==> src/rtl/usb_bringup_pkg.sv <==
package usb_bringup_pkg;

  localparam int DIV_W  = 3;
  localparam int SRC_W  = 2;
  localparam int FSEL_W = 6;
  localparam int MUL_W  = 7;
  localparam int FREQ_W = 2;

  typedef enum logic [3:0] {
    ST_IDLE,
    ST_DIV_RST,
    ST_DIV_CFG,
    ST_DIV_REL,
    ST_REF_CFG,
    ST_WAIT_CTL,
    ST_WAIT_PPC,
    ST_HC_REL,
    ST_WAIT_IF,
    ST_ROLE,
    ST_PHY_REL,
    ST_DONE
  } seq_state_e;

  typedef struct packed {
    logic              phy_rst;
    logic              hc_rst;
    logic              ctl_rst;
    logic              div_rst;
    logic              hclk_en;
    logic [DIV_W-1:0]  div_sel;
    logic              ref_div2;
    logic [SRC_W-1:0]  src_sel;
    logic [FSEL_W-1:0] fsel;
    logic [MUL_W-1:0]  mult;
    logic              ssc_en;
    logic              ssp_en;
    logic              hs_pwr;
    logic              ss_pwr;
    logic              ppc_en;
    logic              ppc_high;
    logic              ifclk_en;
    logic              role_dev;
  } ctrl_t;

  typedef struct packed {
    logic [FREQ_W-1:0] freq;
    logic              ss_src;
    logic              hs_own;
    logic              pin;
    logic              act_low;
  } cfg_t;

  function automatic ctrl_t ctrl_reset();
    ctrl_t c;
    c = '0;
    c.role_dev = 1'b1;
    return c;
  endfunction

  // Frequency code 3 is unsupported and treated as 100 MHz.
  function automatic logic [MUL_W-1:0] mult_code(input logic [FREQ_W-1:0] f);
    case (f)
      2'd1:    return MUL_W'(7'h28);
      2'd2:    return MUL_W'(7'h32);
      default: return MUL_W'(7'h19);
    endcase
  endfunction

  function automatic logic [SRC_W-1:0] src_code(input logic hs_own, input logic ss_src);
    return {hs_own, ss_src};
  endfunction

  function automatic logic [FSEL_W-1:0] fsel_code(input logic [SRC_W-1:0] src,
                                                  input logic [FREQ_W-1:0] f);
    logic is_100;
    is_100 = (f == 2'd0) || (f == 2'd3);
    return (!src[1] && is_100) ? FSEL_W'(6'h27) : FSEL_W'(6'h07);
  endfunction

endpackage

==> src/rtl/usb_bringup_decode.sv <==
module usb_bringup_decode
  import usb_bringup_pkg::*;
(
  input  cfg_t              cfg_i,
  output logic [SRC_W-1:0]  src_o,
  output logic [FSEL_W-1:0] fsel_o,
  output logic [MUL_W-1:0]  mult_o
);

  logic [SRC_W-1:0] src_w;

  assign src_w  = src_code(cfg_i.hs_own, cfg_i.ss_src);
  assign src_o  = src_w;
  assign fsel_o = fsel_code(src_w, cfg_i.freq);
  assign mult_o = mult_code(cfg_i.freq);

endmodule

==> src/rtl/usb_bringup_timer.sv <==
module usb_bringup_timer #(
  parameter int WAIT_CYCLES = 10
) (
  input  logic clk_i,
  input  logic rst_ni,
  input  logic load_i,
  output logic zero_o
);

  localparam int CW = (WAIT_CYCLES > 1) ? $clog2(WAIT_CYCLES) : 1;
  localparam logic [CW-1:0] LOAD_VAL = CW'(WAIT_CYCLES - 1);

  logic [CW-1:0] cnt_q;

  always_ff @(posedge clk_i or negedge rst_ni) begin
    if (!rst_ni) begin
      cnt_q <= '0;
    end else if (load_i) begin
      cnt_q <= LOAD_VAL;
    end else if (cnt_q != '0) begin
      cnt_q <= cnt_q - 1'b1;
    end
  end

  assign zero_o = (cnt_q == '0);

endmodule

==> src/rtl/usb_bringup_fsm.sv <==
module usb_bringup_fsm
  import usb_bringup_pkg::*;
#(
  parameter logic [DIV_W-1:0] CLKDIV_CODE = 3'd2
) (
  input  logic              clk_i,
  input  logic              rst_ni,
  input  logic              start_i,
  input  logic              wait_zero_i,
  input  logic [SRC_W-1:0]  src_i,
  input  logic [FSEL_W-1:0] fsel_i,
  input  logic [MUL_W-1:0]  mult_i,
  input  logic              pin_i,
  input  logic              act_low_i,
  output logic              accept_o,
  output logic              wait_load_o,
  output ctrl_t             ctrl_o,
  output logic              busy_o,
  output logic              done_o
);

  seq_state_e st_q, st_d;
  ctrl_t      c_q, c_d;

  always_comb begin
    st_d        = st_q;
    c_d         = c_q;
    accept_o    = 1'b0;
    wait_load_o = 1'b0;
    case (st_q)
      ST_IDLE, ST_DONE: begin
        if (start_i) begin
          accept_o  = 1'b1;
          c_d       = ctrl_reset();
          c_d.phy_rst = 1'b1;
          c_d.hc_rst  = 1'b1;
          c_d.ctl_rst = 1'b1;
          st_d      = ST_DIV_RST;
        end
      end
      ST_DIV_RST: begin
        c_d.div_rst = 1'b1;
        st_d        = ST_DIV_CFG;
      end
      ST_DIV_CFG: begin
        c_d.div_sel = CLKDIV_CODE;
        c_d.hclk_en = 1'b1;
        st_d        = ST_DIV_REL;
      end
      ST_DIV_REL: begin
        c_d.div_rst = 1'b0;
        st_d        = ST_REF_CFG;
      end
      ST_REF_CFG: begin
        c_d.ref_div2 = 1'b0;
        c_d.src_sel  = src_i;
        c_d.fsel     = fsel_i;
        c_d.mult     = mult_i;
        c_d.ssc_en   = 1'b1;
        c_d.ssp_en   = 1'b1;
        c_d.hs_pwr   = 1'b1;
        c_d.ss_pwr   = 1'b1;
        wait_load_o  = 1'b1;
        st_d         = ST_WAIT_CTL;
      end
      ST_WAIT_CTL: begin
        if (wait_zero_i) begin
          c_d.ctl_rst = 1'b0;
          wait_load_o = 1'b1;
          st_d        = ST_WAIT_PPC;
        end
      end
      ST_WAIT_PPC: begin
        if (wait_zero_i) begin
          c_d.ppc_en   = pin_i;
          c_d.ppc_high = !act_low_i;
          st_d         = ST_HC_REL;
        end
      end
      ST_HC_REL: begin
        c_d.hc_rst  = 1'b0;
        wait_load_o = 1'b1;
        st_d        = ST_WAIT_IF;
      end
      ST_WAIT_IF: begin
        if (wait_zero_i) begin
          c_d.ifclk_en = 1'b1;
          st_d         = ST_ROLE;
        end
      end
      ST_ROLE: begin
        c_d.role_dev = 1'b0;
        st_d         = ST_PHY_REL;
      end
      ST_PHY_REL: begin
        c_d.phy_rst = 1'b0;
        st_d        = ST_DONE;
      end
      default: st_d = ST_IDLE;
    endcase
  end

  always_ff @(posedge clk_i or negedge rst_ni) begin
    if (!rst_ni) begin
      st_q <= ST_IDLE;
      c_q  <= ctrl_reset();
    end else begin
      st_q <= st_d;
      c_q  <= c_d;
    end
  end

  assign ctrl_o = c_q;
  assign done_o = (st_q == ST_DONE);
  assign busy_o = (st_q != ST_DONE) && (st_q != ST_IDLE);

endmodule

==> src/rtl/usb_bringup_seq.sv <==
module usb_bringup_seq
  import usb_bringup_pkg::*;
#(
  parameter int                WAIT_CYCLES = 10,
  parameter logic [DIV_W-1:0]  CLKDIV_CODE = 3'd2
) (
  input  logic              clk_i,
  input  logic              rst_ni,
  input  logic              start_i,
  input  logic [FREQ_W-1:0] ref_freq_i,
  input  logic              ss_src_i,
  input  logic              hs_own_ref_i,
  input  logic              pwr_pin_i,
  input  logic              pwr_act_low_i,
  output logic              phy_rst_o,
  output logic              hc_rst_o,
  output logic              ctl_rst_o,
  output logic              clkdiv_rst_o,
  output logic              hclk_en_o,
  output logic [DIV_W-1:0]  clkdiv_sel_o,
  output logic              ref_div2_o,
  output logic [SRC_W-1:0]  ref_src_sel_o,
  output logic [FSEL_W-1:0] ref_fsel_o,
  output logic [MUL_W-1:0]  mpll_mul_o,
  output logic              ssc_en_o,
  output logic              ref_ssp_en_o,
  output logic              hs_pwr_o,
  output logic              ss_pwr_o,
  output logic              ppc_en_o,
  output logic              ppc_act_high_o,
  output logic              if_clk_en_o,
  output logic              role_dev_o,
  output logic              busy_o,
  output logic              done_o
);

  // Named internal events
  logic              start_accept;
  logic              wait_load;
  logic              wait_zero;
  cfg_t              cfg_q;
  logic [SRC_W-1:0]  dec_src;
  logic [FSEL_W-1:0] dec_fsel;
  logic [MUL_W-1:0]  dec_mult;
  ctrl_t             ctrl;

  always_ff @(posedge clk_i or negedge rst_ni) begin
    if (!rst_ni) begin
      cfg_q <= '0;
    end else if (start_accept) begin
      cfg_q <= '{freq: ref_freq_i, ss_src: ss_src_i, hs_own: hs_own_ref_i,
                 pin: pwr_pin_i, act_low: pwr_act_low_i};
    end
  end

  usb_bringup_decode u_decode (
    .cfg_i  (cfg_q),
    .src_o  (dec_src),
    .fsel_o (dec_fsel),
    .mult_o (dec_mult)
  );

  usb_bringup_timer #(.WAIT_CYCLES(WAIT_CYCLES)) u_timer (
    .clk_i  (clk_i),
    .rst_ni (rst_ni),
    .load_i (wait_load),
    .zero_o (wait_zero)
  );

  usb_bringup_fsm #(.CLKDIV_CODE(CLKDIV_CODE)) u_fsm (
    .clk_i       (clk_i),
    .rst_ni      (rst_ni),
    .start_i     (start_i),
    .wait_zero_i (wait_zero),
    .src_i       (dec_src),
    .fsel_i      (dec_fsel),
    .mult_i      (dec_mult),
    .pin_i       (cfg_q.pin),
    .act_low_i   (cfg_q.act_low),
    .accept_o    (start_accept),
    .wait_load_o (wait_load),
    .ctrl_o      (ctrl),
    .busy_o      (busy_o),
    .done_o      (done_o)
  );

  assign phy_rst_o      = ctrl.phy_rst;
  assign hc_rst_o       = ctrl.hc_rst;
  assign ctl_rst_o      = ctrl.ctl_rst;
  assign clkdiv_rst_o   = ctrl.div_rst;
  assign hclk_en_o      = ctrl.hclk_en;
  assign clkdiv_sel_o   = ctrl.div_sel;
  assign ref_div2_o     = ctrl.ref_div2;
  assign ref_src_sel_o  = ctrl.src_sel;
  assign ref_fsel_o     = ctrl.fsel;
  assign mpll_mul_o     = ctrl.mult;
  assign ssc_en_o       = ctrl.ssc_en;
  assign ref_ssp_en_o   = ctrl.ssp_en;
  assign hs_pwr_o       = ctrl.hs_pwr;
  assign ss_pwr_o       = ctrl.ss_pwr;
  assign ppc_en_o       = ctrl.ppc_en;
  assign ppc_act_high_o = ctrl.ppc_high;
  assign if_clk_en_o    = ctrl.ifclk_en;
  assign role_dev_o     = ctrl.role_dev;

endmodule

==> config.mk <==
export PLATFORM = sky130hd
export DESIGN_NAME = usb_bringup_seq
export DESIGN_NICKNAME = d
export VERILOG_FILES = /design/src/rtl/usb_bringup_pkg.sv /design/src/rtl/usb_bringup_decode.sv /design/src/rtl/usb_bringup_timer.sv /design/src/rtl/usb_bringup_fsm.sv /design/src/rtl/usb_bringup_seq.sv
export SDC_FILE = /design/constraint.sdc
export NUM_CORES = 1
export LEC_CHECK = 0
export BUFFER_PORTS_ARGS = -buffer_cell sky130_fd_sc_hd__clkbuf_2
export CAP_MARGIN = 20
export CELL_PAD_IN_SITES_DETAIL_PLACEMENT = 1
export CELL_PAD_IN_SITES_GLOBAL_PLACEMENT = 2
export CORE_ASPECT_RATIO = 0.5
export CORE_MARGIN = 4
export CORE_UTILIZATION = 31
export DETAILED_ROUTE_END_ITERATION = 10
export PLACE_DENSITY_LB_ADDON = 0.08
export SYNTH_ARGS = -nofsm -noshare
export SYNTH_HDL_FRONTEND = slang
export SYNTH_SLANG_ARGS = --single-unit
==> constraint.sdc <==
create_clock -name clk_i -period 1.7 [get_ports clk_i]
set_input_delay 0.425 -clock clk_i [delete_from_list [all_inputs] [get_ports clk_i]]
set_output_delay 0.425 -clock clk_i [all_outputs]
set_load 0.01 [all_outputs]
# == After elaboration in Yosys (flattened, before gate mapping) ==
# Cells that the tools add are included.
# totals
register_bits,46
latch_bits,0
mem_bits_rw,0
romBits,0
output_inout_bits,34
wordCells,103
memories,0
# op_classes
addsub,1
mul,0
div,0
n_lt_le_gt_ge,0
eq_ne,19
shift,0
mux,26
bitwise,0
n_reduce_logical,32
# ops
cell,n
4-bit case mux with 11 select lines,1
20-bit case mux with 2 select lines,1
32-bit 2-to-1 mux,1
4-bit 2-to-1 mux,6
2-bit nonzero test,9
4-bit by 3-bit == test with 1-bit output (second input constant),4
4-bit == test (second input constant),4
1-bit case mux with 2 select lines,6
6-bit case mux with 2 select lines,1
2-bit AND reduction,6
3-bit AND reduction,3
4-bit by 2-bit == test with 1-bit output (second input constant),2
4-bit logical NOT,2
4-bit case mux with 2 select lines,1
4-bit nonzero test,2
6-bit 2-to-1 mux,1
2-bit by 1-bit inequality test with 1-bit output (second input constant),3
1-bit 2-to-1 mux,5
2-bit == test (second input constant),2
4-bit by 1-bit == test with 1-bit output (second input constant),1
4-bit inequality test (second input constant),1
2-bit case mux with 2 select lines,1
4-bit AND reduction,1
2-bit OR reduction,2
10 further kinds,12

# == Longest topological paths before layout ==
# Gate-level depths: netlist (run 1).
# depth
ltp_word,5
depth_mapped,7

# == Hierarchy ==
# A second synthesis (run 1) with hierarchy kept.
# hier_totals
hier_cells,188
area_unflattened_um2,2048.2
# by_module_without_submodules
mod,n_inst,cells_each,area_per_inst_um2
usb_bringup_fsm,1,134,1431.4
usb_bringup_seq,1,13,251.5
usb_bringup_timer,1,21,220.2
usb_bringup_decode,1,20,145.1

# == Worst setup path before layout (run 1) ==
# No wires, ideal clock.
# synth_timing
path_kind,register to register
from,register u_timer.cnt_q[0]
to,"register u_fsm.c_q, in the netlist u_fsm.ctrl_o[2]"
arrival_time_ns,1.452
t_required_ns,1.573
path_slack_ns,0.121
stages_incl_launch_ff,7
period_less_slack_ns,1.579
cell_sequence,dfrtp_1 inv_1 ha_1 nor3b_1 nand4_1 nand3_1 o21ai_0
# synth_via
elab_chain_len,3
# synth_rtl
item,line_no,text
from (decl),usb_bringup_timer.sv:13,logic [CW-1:0] cnt_q;
from (signal assigned),usb_bringup_timer.sv:21,cnt_q <= cnt_q - 1'b1;
4-bit logical NOT,usb_bringup_timer.sv:25,assign zero_o = (cnt_q == '0);
2-bit by 1-bit inequality test with 1-bit output (no source line),--,
3-bit AND reduction (no source line),--,
to (signal assigned),usb_bringup_fsm.sv:106,c_q <= ctrl_reset();
to (decl),usb_bringup_fsm.sv:23,"ctrl_t c_q, c_d;"
# Every way passes these cells.
# A chain may end at the register's enable or synchronous reset.

# == Worst setup path in the final report (run 1) ==
# layout_timing
from,register u_fsm.st_q[2]
to,output busy_o
# layout_via
elab_chain_len,2
elab_cells_between_ends,3
classes_between,eq/ne: 1; reduce/logical: 2
# layout_rtl
item,line_no,text
from (decl),usb_bringup_fsm.sv:22,"seq_state_e st_q, st_d;"
from (signal assigned),usb_bringup_fsm.sv:108,st_q <= st_d;
4-bit inequality test or 4-bit nonzero test (tied branches),usb_bringup_fsm.sv:115,assign busy_o = (st_q != ST_DONE) && (st_q != ST_IDLE);
1-bit logical AND (*),usb_bringup_fsm.sv:115,
to (decl),usb_bringup_seq.sv:33,"output logic busy_o,"
# Mark *: on every way between the ends. The rest lies on a longest branch, timed or not.

==> flow_summary.json, run 1 <==
{
  "hold_buffers": 0,
  "detail_route.wl_per_cell_um": 14.57,
  "fillers": 579,
  "critPathBufInv": 1,
  "powerDensity_nw_per_um2": 2077,
  "finalClockSkew_ns": 0.007960,
  "synth.top_cells.by_count": "31 x dfrtp_1, 15 x nand2_1, 14 x buf_4",
  "synth_top_area_cell": "dfrtp_1",
  "final_hold_viol_count": 0,
  "maxSlewViolCount": 0,
  "root_buffer": "clkbuf_8",
  "gr-usage-all-layers": 0.1314,
  "antenna_cells": 0,
  "synth_edf_count": 0,
  "startpoint_type": "flop",
  "portBuffers": 35,
  "layout.area.seq_um2": 804.5,
  "die_width_um": 109.2,
  "vdd.ir_drop.worst_v": 0.0006180,
  "finalWorstSetupSlack_ns": 0.003994,
  "critPathRequiredTime_ns": 1.27,
  "fin_crit_sh": 0.9977,
  "multi_input_area_um2": 668.1,
  "rsz0062_at_grt": "yes",
  "synthToLayoutAreaGrowth_pct": 26.00,
  "critPathMaxFanout": 4,
  "antenna_found_initial": 0,
  "gp_routability_congestion": 0.7735,
  "ant_nets": 0,
  "ys_ff_latch": 32,
  "overflow": 0,
  "finalWirelength_um": 3934,
  "cts_buffer_depth": 2,
  "drt_pass1_iterations": 4,
  "leakagePower_nw": 0.9678,
  "max_cap_viol_count": 0,
  "vias": 1265,
  "crit_family": "flip-flops",
  "pre_cts_slack_ns": 0.02555,
  "cts_tree": "built",
  "die_area_um2": 6400,
  "core_area_um2": 4932,
  "htreeDepth": 2,
  "synthFlopType": "dfrtp_1",
  "yosysMostFrequentCell": "dfrtp_1",
  "io_pins": 43,
  "clock-sinks": 32,
  "cpPeakStageDelay_ns": 0.44,
  "ys_types": 41,
  "die_h_um": 58.61,
  "start_util": 0.3219,
  "cts_buffers": 5,
  "drt_iter0_drc": 17,
  "r2r_setup_slack_ns": 0.07,
  "critPathArrivalTime_ns": 1.27,
  "worstSkewPairLatency_ns": 0.29,
  "grt_pass1_vias": 1312,
  "path_clk_slew_ns": 0.07,
  "drc": 0,
  "status": "finished clean",
  "syn_inst": 154,
  "synth_area_leaders": "dfrtp_1 49%, buf_4 6.6%, mux2_2 4.3%",
  "synth_top_area_frac": 0.4886,
  "synth_seq_area_share": 0.5051,
  "syn_area_um2": 1588,
  "yosysWarnings": 0,
  "fin_crit_ns": 1.696,
  "finalPower_w": 0.004155,
  "grt_pass1_wl_um": 6361,
  "cp_cell_sequence": "and4b_4 > nor2_1 > clkbuf_2",
  "async_flop_share": 1.000,
  "grt_max_degree": 33,
  "critPathCaptureType": "primary output",
  "setup_viol": 0,
  "worstSetupPathType": "flop to primary output",
  "nNetsFinal": 212,
  "drive_above_1_share": 0.3850,
  "row_count": 18,
  "avgViaCountPerCell": 4.685,
  "hpwlAfterDp_um": 2737,
  "hold_class": "input port to async pin",
  "fmax_mhz": 589.6,
  "synth_area_per_cell_um2": 10.31,
  "cpMaxStageDelayCell": "dfrtp_1"
}
routing by layer:
layer / global-route usage / vias up / share of wire
met5: 0 / - / 0
met3: 0.04381 / 7 / 0.067
met2: 0.1972 / 39 / 0.43
met1: 0.1775 / 607 / 0.49
met4: 0.04973 / 0 / 0.012
li1: - / 612 / -
what timing repair did:
action,CTS,global route
setup endpoints to repair,1,12
pin swaps,1,6
gates cloned,0,1
resized for setup,1,7
buffers inserted,2,3
flip-flops by register name, indices dropped and copies added (netlist names):
signal / flops
u_fsm.st_q: 4
u_timer.cnt_q: 4
u_fsm.ctrl_o: 18
cfg_q: 6
worst reg2reg max path: cells and delay by family (launching register included):
| family | cells | cell delay [ns] |
|---|---|---|
| buffers and inverters | 1 | 0.10 |
| flip-flops | 1 | 0.40 |
| AND/OR/NAND/NOR | 1 | 0.41 |
| adder cells (fa/ha/maj) | 1 | 0.15 |
| AO/OA/AOI/OAI | 2 | 0.52 |
cells by family after synthesis:
logic type	Yosys count	synth area share
simple gates	47	0.1466
flops	32	0.5051
compound gates	31	0.1395
buf+inv	29	0.1103
mux	6	0.04255
fa+ha+maj	4	0.03152
xor+xnor	4	0.02207
other cells	1	0.002362
power breakdown:
| part | switching [W] | internal, W |
|---|---|---|
| Clock | 0.000301 | 0.000435 |
| Sequential | 0.000282 | 0.00114 |
| Combinational | 0.00107 | 0.000930 |
stage by stage:
step	setup TNS (ns)	hold slack [ns]	instance area [µm²]	instances	util
2_1_floorplan	0	0.1294	1610	160	-
3_3_place_gp	0	0.4515	1818	256	0.3686
3_5_place_dp	0	0.4545	1818	256	0.3686
4_1_cts	0	0.1640	1949	266	0.3952
5_1_grt	-0.04572	0.2028	2001	270	0.4056
6_report	0	0.1588	2001	270	0.4056
layout by cell type, fill, tap and decap left out, types with 2 or more instances in the layout:
master    Yosys  final
inv_1         8      7
nand2_1      15     15
xnor2_1       2      2
nor3_1        3      3
clkbuf_2      0     35
xor2_1        2      2
buf_4        14     17
clkbuf_8      0      5
a211oi_1      2      2
mux2_2        6      6
a21oi_1       4      4
dfrtp_1      31     29
conb_1        1      7
a31oi_1       2      2
o21ai_0       9      9
nor2_1       10     10
ha_1          4      3
dfrtp_2       0      2
nand3_1      11     11
o21a_1        2      2
final cells by class:
type / count / share of cell area
clock buffers: 6 / 0.03627
clock inverters: 2 / 0.01751
inverters: 8 / 0.01501
multi-input cells: 100 / 0.3340
flip-flops and latches: 32 / 0.4021
well taps: 70 / 0.04378
repair buffers: 52 / 0.1513
worst paths after layout:
check	depth (start not counted)	endpoint	startpoint
worst min-delay path	2	u_fsm.ctrl_o[9]	rst_ni
min in group clk_i	2	cfg_q[5]	ref_freq_i[1]
max in group asynchronous	2	u_fsm.st_q[1]	rst_ni
worst max-delay path	3	busy_o	u_fsm.st_q[2]
worst max register to register	5	u_fsm.st_q[0]	u_timer.cnt_q[1]
worst min register to register	1	u_fsm.ctrl_o[2]	cfg_q[0]
Power figures use the tool's default switching activity.
==> run 2: changes to the inputs <==
- GPL_TIMING_DRIVEN: default -> 0
- RECOVER_POWER: default -> 100
==> run 2 against run 1 <==
Compared with the run above: the run now ends with negative setup slack left; sequential cell count did not move; cell count rose by 3.3%; first-iteration DRC count rose to 3.2 times the previous value; clock skew fell by 0.0018 ns; register-to-register slack got worse by 0.03 ns; clock-buffer cell count did not move; global-route usage rose by 0.38 points; total power fell by 2.0%; worst hold slack improved by 0.072 ns; combinational power rose by 3%; largest cell class unchanged.
==> flow_summary.json, run 2 (same netlist as run 1, synthesis figures left out) <==
{
  "worstSkewPairLatency_ns": 0.28,
  "antenna_cells": 0,
  "nNetsFinal": 221,
  "finalWirelength_um": 4042,
  "finalWorstSetupSlack_ns": -0.009938,
  "die_area_um2": 6400,
  "hold_buffers": 0,
  "grt_max_degree": 33,
  "detail_route.wl_per_cell_um": 14.49,
  "final_common_cell": "dfrtp_1",
  "portBuffers": 35,
  "overflow": 0,
  "die_width_um": 109.2,
  "fmax_mhz": 584.8,
  "start_util": 0.3219,
  "fillers": 581,
  "drive_above_1_share": 0.3254,
  "io_pins": 43,
  "drt_pass1_iterations": 4,
  "cts_tree": "built",
  "rsz0062_at_grt": "yes",
  "vias": 1293,
  "final_hold_viol_count": 0,
  "core_area_um2": 4932,
  "die_h_um": 58.61,
  "fin_crit_ns": 1.710,
  "startpoint_type": "flop",
  "max_cap_viol_count": 0,
  "antenna_found_initial": 0,
  "critPathArrivalTime_ns": 1.28,
  "grt_pass1_wl_um": 6665,
  "synthToLayoutAreaGrowth_pct": 28.37,
  "gp_routability_congestion": 0.7385,
  "critPathMaxFanout": 4,
  "setup_viol": 1,
  "final_util": 0.4132,
  "ff2ff_path_depth": 4,
  "final_cell_mix": "30 x dfrtp_1, 19 x clkbuf_1, 17 x clkbuf_2",
  "worstSetupPathType": "flop to primary output",
  "root_buffer": "clkbuf_8",
  "htreeDepth": 2,
  "hold_class": "input port to async pin",
  "avgViaCountPerCell": 4.634,
  "largest_reg_flops": 18,
  "grt_pass1_vias": 1340,
  "critPathCaptureType": "primary output",
  "hpwlAfterDp_um": 2880,
  "vdd.ir_drop.worst_v": 0.0004742,
  "cts_buffer_depth": 2,
  "cts_buffers": 5,
  "drt_iter0_drc": 54,
  "gr-usage-all-layers": 0.1353,
  "slew_headroom": 0.4452,
  "powerDensity_nw_per_um2": 1997,
  "fin_crit_sh": 1.006,
  "worst_pin_slew_ns": 0.8322,
  "finalClockSkew_ns": 0.006157,
  "path_clk_slew_ns": 0.07,
  "holdWs_ns": 0.2305,
  "clock-sinks": 32,
  "violations": "negative setup slack",
  "drc": 0,
  "row_count": 18,
  "critPathRequiredTime_ns": 1.27,
  "fin_setup_tns_ns": -0.009938,
  "finalPower_w": 0.004070,
  "status": "finished with violations",
  "ant_nets": 0,
  "leakagePower_nw": 0.9572,
  "maxSlewViolCount": 0
}
run 2: what timing repair did:
item	CTS	global route
resized for setup	6	15
pin swaps	1	6
setup endpoints to repair	11	13
setup buffers	3	3
run 2: layer usage:
| metal | vias up | share of wire | track usage |
|---|---|---|---|
| met3 | 5 | 0.059 | 0.04710 |
| li1 | 622 | - | - |
| met5 | - | 0 | 0 |
| met1 | 630 | 0.48 | 0.1829 |
| met2 | 36 | 0.46 | 0.2103 |
| met4 | 0 | 0.0064 | 0.03197 |
run 2: final timing paths:
path                               startpoint          endpoint  slack [ns]
worst min-delay path                   rst_ni  u_fsm.ctrl_o[21]        0.23
worst min register to register       cfg_q[0]   u_fsm.ctrl_o[2]        0.46
min in group clk_i              ref_freq_i[1]          cfg_q[5]        0.37
worst max register to register  u_fsm.st_q[3]          cfg_q[4]        0.04
worst max-delay path            u_fsm.st_q[2]            busy_o       -0.01
max in group asynchronous              rst_ni     u_fsm.st_q[2]        0.89
run 2: cell type report:
type	instances	area, µm²	area share
clock buffer	6	82.58	0.04052
timing repair buffer	41	200.2	0.09822
tap	70	87.58	0.04297
clock inverter	2	10.01	0.004911
buffer	21	152.6	0.07489
inverter	8	30.03	0.01473
sequential	32	803.3	0.3941
multi-input combinational	99	671.9	0.3297
run 2: power breakdown:
part | internal [W] | switching (W)
combinational | 0.000930 | 0.00113
sequential | 0.00113 | 0.000270
clock | 0.000323 | 0.000291
total | 0.00238 | 0.00169
run 2: worst max-delay path: stages (launching register included):
cell and delay [ns]:
dfrtp_2 0.44, and4b_4 0.39, nor2_4 0.05, buf_6 0.12
run 2: metrics by stage:
step                area, µm²  cells  worst slack, ns
detailed placement       1873    265          -0.2618
global route             2038    279         -0.05631
floorplan                1610    160           0.1210
finish                   2038    279        -0.009938
CTS                      2016    276         -0.04125
global placement         1873    265          -0.1982
==> run 3: changes to the inputs <==
- CTS_CLUSTER_DIAMETER: default -> 200
- PLACE_DENSITY_LB_ADDON: 0.08 -> 0.1
==> run 3 against run 2 <==
Compared with the run above: the flow still finishes with violations (negative setup slack); clock-buffer cell count increased by 2; global-route usage shrank 0.46 points; die area is the same; highest routed layer unchanged; core utilization increased by 0.051 points; clock skew is 0.00057 ns higher; sequential share of layout area is 0.11 points lower; combinational power about the same; total power rose by 0.84%; via count down 0.77%; cell area increased by 0.12%; first-iteration DRC count is 17% lower; critical path depth unchanged.
==> flow_summary.json, run 3 (same netlist as run 1, synthesis figures left out) <==
{
  "status": "finished with violations",
  "violations": "negative setup slack",
  "drive_above_1_share": 0.3140,
  "critPathRequiredTime_ns": 1.27,
  "internal_power_w": 0.002424,
  "clock-sinks": 32,
  "die_area_um2": 6400,
  "grt_pass1_vias": 1307,
  "overflow": 0,
  "swShare": 0.4094,
  "vdd.ir_drop.worst_v": 0.0004981,
  "ant_nets": 0,
  "die_width_um": 109.2,
  "critPathMaxFanout": 4,
  "finalWirelength_um": 4021,
  "io_pins": 43,
  "root_buffer": "clkbuf_8",
  "drt_pass1_iterations": 4,
  "finalClockSkew_ns": 0.006723,
  "nNetsFinal": 219,
  "htreeDepth": 2,
  "critPathCaptureType": "primary output",
  "cts_tree": "built",
  "fillers": 585,
  "dp.cells": 265,
  "p_switching_w": 0.001681,
  "cpMaxStageDelayCell": "dfrtp_1",
  "worstSkewPairLatency_ns": 0.29,
  "slew_headroom": 0.4386,
  "fmax_mhz": 586.6,
  "final_hold_viol_count": 0,
  "worstSetupPathType": "flop to primary output",
  "leakagePower_nw": 0.9529,
  "max_cap_viol_count": 0,
  "cts_buffer_depth": 2,
  "stdcell_count": 277,
  "seqPwrFrac": 0.342,
  "antenna_cells": 0,
  "drc": 0,
  "powerDensity_nw_per_um2": 2011,
  "final_common_cell": "dfrtp_1",
  "setup_viol": 1,
  "hpwlAfterDp_um": 2705,
  "vias": 1283,
  "critPathArrivalTime_ns": 1.28,
  "fin_crit_sh": 1.003,
  "fin_crit_ns": 1.705,
  "die_h_um": 58.61,
  "grt_max_degree": 33,
  "startpoint_type": "flop",
  "cts_buffers": 5,
  "grt_pass1_wl_um": 6313,
  "rsz0062_at_grt": "yes",
  "core_area_um2": 4932,
  "synthToLayoutAreaGrowth_pct": 28.53,
  "finalWorstSetupSlack_ns": -0.004812,
  "p_comb_frac": 0.496,
  "worst_pin_slew_ns": 0.8421,
  "portBuffers": 35,
  "drt_iter0_drc": 45,
  "detail_route.wl_per_cell_um": 14.52,
  "cpPeakStageDelay_ns": 0.43,
  "largest_reg_flops": 18,
  "maxSlewViolCount": 0,
  "cp_cell_sequence": "nor4_4 > nor2_4 > buf_6",
  "path_clk_slew_ns": 0.07,
  "antenna_found_initial": 0,
  "gp_routability_congestion": 0.7352,
  "finalPower_w": 0.004105,
  "power_frac_clock": 0.161,
  "gr-usage-all-layers": 0.1307,
  "hold_class": "input port to async pin",
  "row_count": 18,
  "start_util": 0.3219,
  "final_cell_mix": "31 x dfrtp_1, 19 x clkbuf_1, 17 x clkbuf_2, 17 x buf_4, 15 x nand2_1",
  "avgViaCountPerCell": 4.632
}
## run 3: area by class of cell
cell class              instances  area (µm²)  area share
multi-input cells             100       680.7      0.3335
flip-flops and latches         32       802.0      0.3930
inverters                       8       30.03     0.01471
clock buffers                   8       100.1     0.04905
plain buffers                  21       158.9     0.07787
well taps                      70       87.58     0.04292
repair buffers                 38       181.4     0.08890
## run 3: critical path: cells and delay by family, from the launching register on
family / cells / cell delay, ns
AND/OR/NAND/NOR: 2 / 0.44
flip-flops: 1 / 0.43
buffers and inverters: 1 / 0.12
## run 3: final timing paths
| check | from | end | slack, ns | cells after the start |
|---|---|---|---|---|
| worst min-delay path | rst_ni | u_fsm.ctrl_o[3] | 0.23 | 1 |
| worst max-delay path | u_fsm.st_q[1] | busy_o | -0.005 | 3 |
| max in group asynchronous | rst_ni | u_timer.cnt_q[1] | 0.94 | 1 |
| min in group clk_i | ref_freq_i[1] | cfg_q[5] | 0.37 | 2 |
| worst max register to register | u_timer.cnt_q[0] | u_fsm.st_q[0] | 0.05 | 6 |
| worst min register to register | cfg_q[0] | u_fsm.ctrl_o[2] | 0.45 | 1 |
## run 3: what timing repair did
item	in CTS	in global routing
pin swaps	1	5
hold endpoints to repair	0	0
buffers inserted	2	1
hold buffers	0	0
resized for setup	6	12
cloned	0	1
endpoints found under the setup margin	9	14
## run 3: power groups by stage
stage | clock network, W | logic (W) | registers, W
2_1_floorplan | 0 | 0.00125 | 0.00144
3_3_place_gp | 0 | 0.00190 | 0.00138
4_1_cts | 0.000691 | 0.00201 | 0.00141
5_1_grt | 0.000719 | 0.00228 | 0.00146
6_report | 0.000661 | 0.00204 | 0.00141
3_5_place_dp | 0 | 0.00192 | 0.00140
## run 3: per-stage QoR
| step | area [µm²] | hold slack (ns) | TNS [ns] | util | worst slack (ns) |
|---|---|---|---|---|---|
| after floorplan | 1610 | 0.1294 | 0 | - | 0.1210 |
| after global placement | 1873 | 0.4482 | -0.3763 | 0.3798 | -0.1849 |
| after detailed placement | 1873 | 0.4526 | -0.6566 | 0.3798 | -0.2592 |
| after CTS | 2016 | 0.2484 | -0.04810 | 0.4087 | -0.04810 |
| after global routing | 2041 | 0.2920 | -0.1060 | 0.4137 | -0.05947 |
| final | 2041 | 0.2328 | -0.004812 | 0.4137 | -0.004812 |
## run 3: routing by layer
layer	wire, µm	global-route usage
met3	219	0.03943
met5	0	0
met4	53	0.05329
met1	1979	0.1727
met2	1769	0.2024
